--- src/rtl/dmf_pkg.sv ---
package dmf_pkg;
  localparam int CH_COUNT = 2;

  typedef enum logic {
    PATH_BYPASS = 1'b0,
    PATH_MEDIAN = 1'b1
  } dmf_path_e;
endpackage

--- src/rtl/dmf_hist.sv ---
module dmf_hist #(
  parameter int W = 32
) (
  input  logic         clk,
  input  logic         rst_n,
  input  logic         in_valid,
  input  logic         filt_en,
  input  logic         burst_start,
  input  logic [W-1:0] raw,
  output logic [W-1:0] eff_new,
  output logic [W-1:0] eff_old,
  output logic [W-1:0] hist_new,
  output logic [W-1:0] hist_old
);
  localparam logic [W-1:0] SEED_NEW = '0;
  localparam logic [W-1:0] SEED_OLD = '1;

  logic shift_en;
  assign shift_en = in_valid & filt_en;

  // history as seen by the current sample: a burst start seeds it at once
  assign eff_new = burst_start ? SEED_NEW : hist_new;
  assign eff_old = burst_start ? SEED_OLD : hist_old;

  always_ff @(posedge clk) begin
    if (!rst_n) begin
      hist_new <= SEED_NEW;
      hist_old <= SEED_OLD;
    end else if (shift_en) begin
      hist_new <= raw;
      hist_old <= eff_new;
    end else if (burst_start) begin
      hist_new <= SEED_NEW;
      hist_old <= SEED_OLD;
    end
  end
endmodule

--- src/rtl/dmf_sel.sv ---
module dmf_sel #(
  parameter int W = 32
) (
  input  dmf_pkg::dmf_path_e path,
  input  logic [W-1:0]       raw,
  input  logic [W-1:0]       eff_new,
  input  logic [W-1:0]       eff_old,
  output logic [W-1:0]       result
);
  function automatic logic [W-1:0] lo2(input logic [W-1:0] x, input logic [W-1:0] y);
    return (x < y) ? x : y;
  endfunction

  function automatic logic [W-1:0] hi2(input logic [W-1:0] x, input logic [W-1:0] y);
    return (x > y) ? x : y;
  endfunction

  // median = largest of the three pairwise minima
  function automatic logic [W-1:0] med3(input logic [W-1:0] p, input logic [W-1:0] q,
                                        input logic [W-1:0] r);
    return hi2(hi2(lo2(p, q), lo2(p, r)), lo2(q, r));
  endfunction

  always_comb begin
    if (path == dmf_pkg::PATH_MEDIAN) result = med3(raw, eff_new, eff_old);
    else                              result = raw;
  end
endmodule

--- src/rtl/dmf_top.sv ---
module dmf_top #(
  parameter int W = 32
) (
  input  logic         clk,
  input  logic         rst_n,
  input  logic         in_valid,
  input  logic [W-1:0] in_a,
  input  logic [W-1:0] in_b,
  input  logic         filt_en,
  input  logic         burst_start,
  output logic         out_valid,
  output logic [W-1:0] out_a,
  output logic [W-1:0] out_b
);
  import dmf_pkg::*;
  localparam int CH = CH_COUNT;

  logic [W-1:0] raw      [CH];
  logic [W-1:0] eff_new  [CH];
  logic [W-1:0] eff_old  [CH];
  logic [W-1:0] hist_new [CH];
  logic [W-1:0] hist_old [CH];
  logic [W-1:0] result   [CH];
  logic [W-1:0] out_q    [CH];
  dmf_path_e    path;
  logic         valid_q;

  assign raw[0] = in_a;
  assign raw[1] = in_b;
  assign path   = filt_en ? PATH_MEDIAN : PATH_BYPASS;

  for (genvar c = 0; c < CH; c++) begin : g_ch
    dmf_hist #(.W(W)) u_hist (
      .clk(clk), .rst_n(rst_n), .in_valid(in_valid), .filt_en(filt_en),
      .burst_start(burst_start), .raw(raw[c]), .eff_new(eff_new[c]),
      .eff_old(eff_old[c]), .hist_new(hist_new[c]), .hist_old(hist_old[c])
    );

    dmf_sel #(.W(W)) u_sel (
      .path(path), .raw(raw[c]), .eff_new(eff_new[c]),
      .eff_old(eff_old[c]), .result(result[c])
    );

    always_ff @(posedge clk) begin
      if (!rst_n)        out_q[c] <= '0;
      else if (in_valid) out_q[c] <= result[c];
    end
  end

  always_ff @(posedge clk) begin
    if (!rst_n) valid_q <= 1'b0;
    else        valid_q <= in_valid;
  end

  assign out_valid = valid_q;
  assign out_a     = out_q[0];
  assign out_b     = out_q[1];
endmodule

--- config.mk ---
export PLATFORM = sky130hd
export DESIGN_NAME = dmf_top
export DESIGN_NICKNAME = d
export VERILOG_FILES = /design/src/rtl/dmf_pkg.sv /design/src/rtl/dmf_hist.sv /design/src/rtl/dmf_sel.sv /design/src/rtl/dmf_top.sv
export SDC_FILE = /design/constraint.sdc
export NUM_CORES = 1
export LEC_CHECK = 0
export ABC_AREA = 1
export CAP_MARGIN = 20
export CORE_ASPECT_RATIO = 0.5
export CORE_UTILIZATION = 55
export CTS_BUF_LIST = sky130_fd_sc_hd__clkbuf_4 sky130_fd_sc_hd__clkbuf_8 sky130_fd_sc_hd__clkbuf_16
export DETAILED_ROUTE_END_ITERATION = 10
export DONT_BUFFER_PORTS = 1
export GPL_TIMING_DRIVEN = 0
export MAX_ROUTING_LAYER = met4
export PLACE_DENSITY = 0.78
export SYNTH_ARGS = -nofsm -noshare
export SYNTH_HDL_FRONTEND = slang
export SYNTH_SLANG_ARGS = --single-unit
--- constraint.sdc ---
create_clock -name clk -period 7.4 [get_ports clk]
set_input_delay 1.11 -clock clk [delete_from_list [all_inputs] [get_ports clk]]
set_output_delay 1.11 -clock clk [all_outputs]
set_load 0.02 [all_outputs]
After elaboration in Yosys (flattened, before gate mapping):

Memory sizes are Yosys's and may differ from the RTL's.
Cells that the tools add are included.

* $lt $le $gt $ge: 10
* mux-type cells: 27
* bitwise gates (word level): 3

Operators with widths (count)
* 2-to-1 mux 32 bit: 22
* < comparator 32 bit: 6
* > comparator 32 bit: 4
* 2-to-1 mux 1 bit: 5
* bitwise OR 1 bit: 2
* bitwise AND 1 bit: 1

* flip-flop bits (word level): 129
* RAM bits: 64
* memories: 1

Memories
* out_q: words 2, width 32, rd ports 2, clocked after Yosys merged registers in 0, write ports 2, line dmf_top.sv:24 `logic [W-1:0] out_q [CH];`

Longest topological paths before layout:

Gate-level depths: netlist of the first run.

* depth in word-level cells: 9
* mapped depth: 50
* mapped depth without buffers: 46

Modules after synthesis:

A second synthesis of the first run with hierarchy kept.

* cell total of the unflattened synthesis: 3536
* area total of the unflattened synthesis: 22775.6 um2

Modules (own cells, without submodules)
* dmf_sel: times used 2, cells an instance 1213, area each 6786.5 um2, sequential area each 0.0 um2
* dmf_hist: times used 2, cells an instance 453, area each 3139.3 um2, sequential area each 1281.2 um2
* dmf_top: times used 1, cells an instance 204, area each 2924.1 um2, sequential area each 1941.9 um2

Worst setup path before layout of the first run:

Ideal clock, no wire load.

* path type: input -> register
* start: input port burst_start
* end: memory out_q[1][10], data pin
* library setup time: 270 ps
* data arrival time: 6335 ps
* required time: 7130 ps
* slack: 795 ps
* stages on the path: 42
* buffers on the path: 5
* path through: inv_2 > buf_6 > clkbuf_1 > nand2_1 > ha_1 > nand2_1 > inv_1 > o21ai_0 > nand2_1 > nand2_1 > o211ai_1 > nor2_1 > clkbuf_1 > nand3_1 > nand2_1 > inv_1 > ha_1 > nand2_1 > [6 not listed] > buf_1 > nand3_1 > nand2_1 > ha_1 > nand2_1 > inv_1 > o21ai_0 > a21oi_1 > or2_2 > a21oi_1 > nand2_1 > nand2_1 > clkbuf_1 > nand3_1 > nand2_1 > inv_1 > nand2_1 > a21oi_1

RTL lines
* start, declared: line dmf_top.sv:10 `input logic burst_start,`
* end, declared: line dmf_top.sv:24

==> flow_results.xml, run 1 <==
<?xml version="1.0" encoding="UTF-8"?>
<metrics>
  <group name="cells_and_area">
    <metric name="area_growth_syn_to_layout" unit="%">9.30</metric>
    <metric name="layout.area.seq" unit="mm^2">0.00450</metric>
    <metric name="stdcell_area" unit="mm^2">0.0221</metric>
    <metric name="multi_input_area" unit="mm^2">0.0138</metric>
    <metric name="highest_count_cells_in_the_layout_ignoring_fill_and_taps" unit="">nand2_1, nand3_1, inv_1</metric>
    <metric name="fin_nets" unit="">3603</metric>
    <metric name="final_common_cell" unit="">nand2_1</metric>
    <metric name="fillCellCount" unit="">3463</metric>
    <metric name="post_route_cells_drive_above_1_share" unit="%">6.48</metric>
    <metric name="diodes_inserted" unit="">0</metric>
  </group>
  <group name="global_route">
    <metric name="antenna_found_initial" unit="">0</metric>
    <metric name="gr-usage-all-layers" unit="%">40.5</metric>
    <metric name="grt_start_max_net_pins" unit="">36</metric>
    <metric name="first_global_vias" unit="">20300</metric>
    <metric name="remaining_global_route_overflow" unit="">0</metric>
    <metric name="globalRouteMet2Util" unit="%">60.9</metric>
    <metric name="grt_first_pass_wirelength" unit="um">113000</metric>
    <metric name="grt_most_used_layer" unit="">met2</metric>
    <metric name="gr-usage-met3" unit="%">7.34</metric>
    <metric name="met1_usage" unit="%">52.7</metric>
  </group>
  <group name="worst_setup_path">
    <metric name="worstPathArrival" unit="ps">7330</metric>
    <metric name="critical-path-slowest-cell" unit="">ha_1</metric>
    <metric name="critical_path.max_fanout" unit="">10</metric>
    <metric name="setup.worst_path.start_class" unit="">primary input</metric>
    <metric name="slowest_delay" unit="ps">310</metric>
    <metric name="timing.critical_path.required" unit="ps">7600</metric>
    <metric name="cp-end-kind" unit="">flip-flop</metric>
    <metric name="start_to_end_type_of_the_worst_setup_path" unit="">in2reg</metric>
    <metric name="worst_path_most_repeated_cell" unit="">nand2_1</metric>
  </group>
  <group name="cts">
    <metric name="cts_made_buffers" unit="">17</metric>
    <metric name="htree_levels" unit="">4</metric>
    <metric name="clkSinkCount" unit="">193</metric>
    <metric name="reg_clk_slew_reported_paths" unit="ps">70</metric>
    <metric name="cts.path.max_buffers" unit="">2</metric>
    <metric name="cts-root-buf" unit="">clkbuf_16</metric>
    <metric name="cts_hold_buffers" unit="">0</metric>
    <metric name="cts_tree" unit="">done</metric>
    <metric name="worst_skew_pair.late_latency" unit="ps">490</metric>
  </group>
  <group name="power_and_ir_drop">
    <metric name="p_leak" unit="nW">11.7</metric>
    <metric name="power_frac_comb" unit="%">43.8</metric>
    <metric name="power_per_cell_area" unit="mW/mm^2">181</metric>
    <metric name="internal-power" unit="mW">2.34</metric>
    <metric name="seq_power_share" unit="%">31.0</metric>
    <metric name="clock_power_share" unit="%">25.2</metric>
    <metric name="p_sw" unit="mW">1.67</metric>
    <metric name="max-vdd-ir-drop" unit="uV">140</metric>
    <metric name="sw_frac_of_total" unit="%">41.7</metric>
  </group>
  <group name="job">
    <metric name="max_cap_violations" unit="">0</metric>
  </group>
  <group name="yosys">
    <metric name="syn_avg_cell_area" unit="um^2">6.35</metric>
    <metric name="seq_area_frac_synth" unit="%">22.2</metric>
    <metric name="synth.top_cell.area_share" unit="%">19.0</metric>
    <metric name="synth.ff_latch_count" unit="">193</metric>
    <metric name="synthDominantAreaCellType" unit="">ha_1</metric>
    <metric name="area_contributors_post_synth" unit="">ha_1, nand2_1, dfxtp_1</metric>
    <metric name="mappedNetlistNets" unit="">3568</metric>
    <metric name="synthesis.area" unit="mm^2">0.0203</metric>
    <metric name="yosys_warnings" unit="">0</metric>
    <metric name="synth_cells" unit="">3191</metric>
    <metric name="post_synth_num_cell_types" unit="">32</metric>
  </group>
  <group name="floorplanning">
    <metric name="die_height" unit="um">138</metric>
    <metric name="fp.dieArea" unit="mm^2">0.0377</metric>
    <metric name="io_pins" unit="">134</metric>
    <metric name="core_area" unit="mm^2">0.0361</metric>
    <metric name="initial_utilization" unit="%">56.1</metric>
    <metric name="die_width" unit="um">273</metric>
    <metric name="floorplan.rows" unit="">49</metric>
  </group>
  <group name="min_path">
    <metric name="min_path_type" unit="">reg2reg</metric>
  </group>
  <group name="routing">
    <metric name="dr.pass1.iters" unit="">6</metric>
    <metric name="drt-vias-per-instance" unit="">6.05</metric>
    <metric name="drt_drc_violations_left" unit="">0</metric>
    <metric name="wl_per_cell" unit="um">20.0</metric>
    <metric name="detail_route.iter0.violations" unit="">3015</metric>
    <metric name="vias" unit="">22500</metric>
    <metric name="route.antenna.remaining_nets" unit="">0</metric>
    <metric name="detail_route.wirelength" unit="um">74600</metric>
  </group>
  <group name="timing">
    <metric name="timing.final.crit_period" unit="ps">7130</metric>
    <metric name="final_min_period_over_clock_period" unit="%">96.4</metric>
    <metric name="timing.max_slew.rel_slack" unit="%">28.2</metric>
    <metric name="tightestPinTransition" unit="ps">1080</metric>
    <metric name="timing_hold_violations_final" unit="">0</metric>
    <metric name="report.final.setup_viol" unit="">0</metric>
    <metric name="max_clock_freq" unit="GHz">0.140</metric>
    <metric name="timing.final.max_slew_violations" unit="">0</metric>
    <metric name="worst_clock_skew" unit="ps">19.9</metric>
    <metric name="tns" unit="ps">0</metric>
  </group>
  <group name="place">
    <metric name="place.detailed.hpwl" unit="um">54500</metric>
    <metric name="placedInstanceArea" unit="mm^2">0.0209</metric>
    <metric name="port_buffers" unit="">0</metric>
    <metric name="routabilityCongestion" unit="">1.01</metric>
  </group>
  <group name="outcome">
    <metric name="result_of_the_run" unit="">finished clean</metric>
  </group>
</metrics>
flip-flops by register name, summed over array words and instances, names as in the netlist:
register	cells
out_q	64
g_ch.u_hist.hist_new	64
out_valid	1
g_ch.u_hist.hist_old	64
power by group through the flow:
stage	logic, mW	clock network, mW	registers, mW
floorplan	1.11	0	1.26
global placement	1.53	0	1.27
detailed placement	1.56	0	1.27
CTS	1.62	1.01	1.24
global route	1.94	1.05	1.25
finish	1.76	1.01	1.25
what timing repair did:
item / in CTS / in global routing
cloned: 0 / 0
setup endpoints to repair: 64 / 64
buffers inserted: 3 / 12
pin swaps: 3 / 9
resized for setup: 105 / 129
cell type report:
cell class,instances,area share [%]
tap,484,2.73
inverter,392,6.66
buffer,153,4.48
clock buffer,20,2.16
sequential,193,20.3
clock inverter,12,0.565
timing repair buffer,16,0.599
multi-input combinational,2453,62.5
critical path: cells and delay by family:
family	cells	cell delay, ps
simple gates	20	2420
fa+ha+maj	3	840
buf+inv	11	1600
compound gates	7	1350
layer usage:
metal | up-vias | wire [um] | part of all wire, %
met5 | - | 0 | 0
met1 | 10300 | 30800 | 41
li1 | 10700 | - | -
met2 | 1316 | 31500 | 42
met4 | 0 | 3500 | 4.7
met3 | 252 | 8810 | 12
path summary, 6_finish.rpt:
check,startpoint,slack (ps),cells after the start,end
setup / recovery,burst_start,270,41,out_q[0][30]
hold / removal,g_ch[0].u_hist.hist_new[24],540,2,g_ch[0].u_hist.hist_new[24]
setup reg to reg,g_ch[0].u_hist.hist_new[2],940,41,out_q[0][30]
hold reg to reg,g_ch[0].u_hist.hist_new[24],540,2,g_ch[0].u_hist.hist_new[24]
stage by stage:
step	cells	util (%)	hold slack, ps	power [mW]	setup slack [ps]
global route	3723	61.3	557	4.23	-36.1
detailed placement	3676	57.8	524	2.82	-2380
global placement	3675	57.8	519	2.79	-2350
floorplan	3191	-	491	2.38	795
CTS	3711	60.3	534	3.87	19.4
finish	3723	61.3	539	4.01	266
cell families after synthesis:
family / count (synthesis) / synth area share, %
AND/OR/NAND/NOR: 1593 / 34.1
AO/OA/AOI/OAI: 552 / 14.0
buffers and inverters: 545 / 10.7
adder cells (fa/ha/maj): 308 / 19.0
flip-flops: 193 / 22.2
Yosys cell counts:
| cell type | count |
|---|---|
| nand4_1 | 30 |
| nor2_4 | 2 |
| clkbuf_1 | 102 |
| o21ai_0 | 173 |
| or2_2 | 2 |
| nor2_1 | 133 |
| nand2_2 | 8 |
| buf_6 | 8 |
| buf_4 | 9 |
| nor2_2 | 6 |
| clkinv_1 | 13 |
| nor3_1 | 8 |
| a21oi_1 | 348 |
| a211oi_1 | 7 |
| dfxtp_1 | 129 |
| edfxtp_1 | 64 |
| buf_1 | 14 |
| inv_2 | 3 |
| o211ai_1 | 7 |
| a31oi_1 | 1 |
| inv_1 | 376 |
| ha_1 | 308 |
| o21a_1 | 10 |
| o21ai_1 | 2 |
| o21bai_1 | 3 |
| nand3_1 | 474 |
| and2_1 | 67 |
| nand2_1 | 855 |
| nand3b_1 | 2 |
| a21o_1 | 1 |
| buf_2 | 20 |
| nor4_1 | 6 |
No activity file was read; power rests on OpenSTA's default activity.
==> run 2: changes to the inputs <==
==> constraint.sdc (replaced) <==
create_clock -name clk -period 7.4 [get_ports clk]
set_input_delay 1.48 -clock clk [delete_from_list [all_inputs] [get_ports clk]]
set_output_delay 1.48 -clock clk [all_outputs]
set_load 0.02 [all_outputs]
==> flow_results.xml, run 2 (synthesized netlist as in run 1, its figures left out) <==
<?xml version="1.0" encoding="UTF-8"?>
<metrics>
  <group name="timing">
    <metric name="tightestPinTransition" unit="ps">1160</metric>
    <metric name="timing_hold_violations_final" unit="">0</metric>
    <metric name="timing.final.crit_period" unit="ps">7310</metric>
    <metric name="timing.final.max_slew_violations" unit="">0</metric>
    <metric name="timing.max_slew.rel_slack" unit="%">22.4</metric>
    <metric name="worst_clock_skew" unit="ps">20.5</metric>
    <metric name="final_min_period_over_clock_period" unit="%">98.8</metric>
    <metric name="max_clock_freq" unit="GHz">0.137</metric>
    <metric name="tns" unit="ps">0</metric>
    <metric name="rsz0062_at_grt" unit="">yes</metric>
    <metric name="report.final.setup_viol" unit="">0</metric>
    <metric name="hold-worst-slack" unit="ps">524</metric>
  </group>
  <group name="cells_and_area">
    <metric name="fin_nets" unit="">3632</metric>
    <metric name="layout_top_registers" unit="">g_ch.u_hist.hist_new: 64 flops, g_ch.u_hist.hist_old: 64 flops, out_q: 64 flops</metric>
    <metric name="post_route_cells_drive_above_1_share" unit="%">9.18</metric>
    <metric name="stdcell_area" unit="mm^2">0.0231</metric>
    <metric name="area_growth_syn_to_layout" unit="%">13.8</metric>
    <metric name="diodes_inserted" unit="">0</metric>
    <metric name="final_common_cell" unit="">nand2_1</metric>
    <metric name="highest_count_cells_in_the_layout_ignoring_fill_and_taps" unit="">nand2_1, nand3_1, inv_1</metric>
    <metric name="fillCellCount" unit="">3330</metric>
  </group>
  <group name="place">
    <metric name="port_buffers" unit="">0</metric>
    <metric name="routabilityCongestion" unit="">1.01</metric>
    <metric name="place.detailed.hpwl" unit="um">54500</metric>
    <metric name="placedInstanceArea" unit="mm^2">0.0209</metric>
  </group>
  <group name="outcome">
    <metric name="result_of_the_run" unit="">finished clean</metric>
  </group>
  <group name="routing">
    <metric name="vias" unit="">22900</metric>
    <metric name="detail_route.iter0.violations" unit="">3013</metric>
    <metric name="dr.pass1.iters" unit="">7</metric>
    <metric name="drt_drc_violations_left" unit="">0</metric>
    <metric name="wl_per_cell" unit="um">20.4</metric>
    <metric name="detail_route.wirelength" unit="um">76400</metric>
    <metric name="route.antenna.remaining_nets" unit="">0</metric>
    <metric name="drt-vias-per-instance" unit="">6.10</metric>
  </group>
  <group name="worst_setup_path">
    <metric name="start_to_end_type_of_the_worst_setup_path" unit="">in2reg</metric>
    <metric name="crit_path_buf_inv_count" unit="">10</metric>
    <metric name="worstPathArrival" unit="ps">7630</metric>
    <metric name="worst_path_most_repeated_cell" unit="">nand2_1</metric>
    <metric name="critical_path.max_fanout" unit="">11</metric>
    <metric name="worstSetupPathDepth" unit="">39</metric>
    <metric name="critical_path.reg2reg.startpoint" unit="">g_ch[0].u_hist.hist_new[2]</metric>
    <metric name="setup.reg_to_reg.worst_slack" unit="ps">1090</metric>
    <metric name="setup.worst_path.start_class" unit="">primary input</metric>
    <metric name="slowest_delay" unit="ps">360</metric>
    <metric name="cp-end-kind" unit="">flip-flop</metric>
    <metric name="critical-path-slowest-cell" unit="">nor2_1</metric>
    <metric name="worst_r2r_path_depth" unit="">42</metric>
    <metric name="family_of_cells_with_the_greatest_summed_delay_on_the_critical_path" unit="">simple AND/OR/NAND/NOR gates</metric>
    <metric name="critical_path.reg2reg.endpoint" unit="">out_q[0][30]</metric>
    <metric name="timing.critical_path.required" unit="ps">7710</metric>
  </group>
  <group name="min_path">
    <metric name="min_path_type" unit="">reg2reg</metric>
    <metric name="hold_path_cell_cnt" unit="">2</metric>
    <metric name="hold_start" unit="">g_ch[1].u_hist.hist_new[29]</metric>
    <metric name="min_delay_worst_endpoint" unit="">g_ch[1].u_hist.hist_new[29]</metric>
  </group>
  <group name="cts">
    <metric name="cts.path.max_buffers" unit="">2</metric>
    <metric name="cts_made_buffers" unit="">17</metric>
    <metric name="cts_tree" unit="">done</metric>
    <metric name="reg_clk_slew_reported_paths" unit="ps">80</metric>
    <metric name="cts-root-buf" unit="">clkbuf_16</metric>
    <metric name="htree_levels" unit="">4</metric>
    <metric name="cts_hold_buffers" unit="">0</metric>
    <metric name="clkSinkCount" unit="">193</metric>
    <metric name="worst_skew_pair.late_latency" unit="ps">490</metric>
  </group>
  <group name="power_and_ir_drop">
    <metric name="sw_frac_of_total" unit="%">41.6</metric>
    <metric name="clock_power_share" unit="%">24.4</metric>
    <metric name="power_frac_comb" unit="%">45.7</metric>
    <metric name="p_sw" unit="mW">1.73</metric>
    <metric name="p_leak" unit="nW">12.0</metric>
    <metric name="internal-power" unit="mW">2.43</metric>
    <metric name="seq_power_share" unit="%">29.9</metric>
    <metric name="power_per_cell_area" unit="mW/mm^2">181</metric>
    <metric name="max-vdd-ir-drop" unit="uV">139</metric>
  </group>
  <group name="floorplanning">
    <metric name="io_pins" unit="">134</metric>
    <metric name="die_height" unit="um">138</metric>
    <metric name="initial_utilization" unit="%">56.1</metric>
    <metric name="core_area" unit="mm^2">0.0361</metric>
    <metric name="floorplan.rows" unit="">49</metric>
    <metric name="die_width" unit="um">273</metric>
    <metric name="fp.dieArea" unit="mm^2">0.0377</metric>
  </group>
  <group name="global_route">
    <metric name="first_global_vias" unit="">20500</metric>
    <metric name="grt_start_max_net_pins" unit="">36</metric>
    <metric name="gr-usage-all-layers" unit="%">40.6</metric>
    <metric name="remaining_global_route_overflow" unit="">0</metric>
    <metric name="grt_first_pass_wirelength" unit="um">114000</metric>
    <metric name="antenna_found_initial" unit="">0</metric>
  </group>
  <group name="job">
    <metric name="max_cap_violations" unit="">0</metric>
  </group>
</metrics>
==> run 2: final cells by class <==
type                       instances  area, um^2  share of cell area (%)
sequential                       193        4500                    19.5
inverter                         392        1480                    6.41
clock buffer                      20         478                    2.07
tap                              484         606                    2.63
buffer                           153        1220                    5.28
clock inverter                    12         125                   0.543
multi-input combinational       2453       14100                    61.4
timing repair buffer              45         498                    2.16
==> run 2: worst register-to-register path, delay by kind of cell, from the launching register on <==
kind | cells | cell delay [ps]
AND/OR/NAND/NOR | 26 | 3230
buffers and inverters | 11 | 1440
adder cells (fa/ha/maj) | 3 | 870
flip-flops | 1 | 330
AO/OA/AOI/OAI | 2 | 170
==> run 2: what timing repair did <==
action | CTS | global route
endpoints found under the setup margin | 64 | 64
pin swaps | 9 | 29
setup buffers | 15 | 22
gates cloned | 0 | 7
hold endpoints to repair | 0 | 0
gates resized for setup | 154 | 220
==> run 2: routing by layer <==
metal / vias to the layer above / GRT usage, % / routed length [um]
met4: 0 / 20.0 / 3730
met5: - / - / 0
met1: 10400 / 52.6 / 31300
met3: 291 / 7.91 / 9210
met2: 1417 / 60.6 / 32100
li1: 10800 / - / -
==> run 2: worst max-delay path by stage <==
stage / slack, ps / start / to
global route: -100 / burst_start / out_q[1][4]
finish: 90 / burst_start / out_q[1][4]
global placement: -2720 / burst_start / out_q[0][16]
CTS: -20 / burst_start / out_q[0][30]
detailed placement: -2750 / burst_start / out_q[0][30]
floorplan: 420 / burst_start / out_q[1][10]
==> run 2: per-stage QoR <==
stage | utilization [%] | instances | setup WS (ps) | power [mW]
global placement | 57.8 | 3675 | -2720 | 2.79
global route | 63.8 | 3752 | -96.8 | 4.38
finish | 63.8 | 3752 | 85.9 | 4.17
CTS | 61.0 | 3723 | -15.1 | 3.92
detailed placement | 57.8 | 3676 | -2750 | 2.82
floorplan | - | 3191 | 425 | 2.38
==> run 2: power groups by stage <==
stage,combinational [mW],sequential [mW],clock (mW)
final,1.90,1.25,1.02
after global routing,2.08,1.26,1.05
after CTS,1.67,1.24,1.01
after detailed placement,1.56,1.27,0
after global placement,1.53,1.27,0
after floorplan,1.11,1.26,0
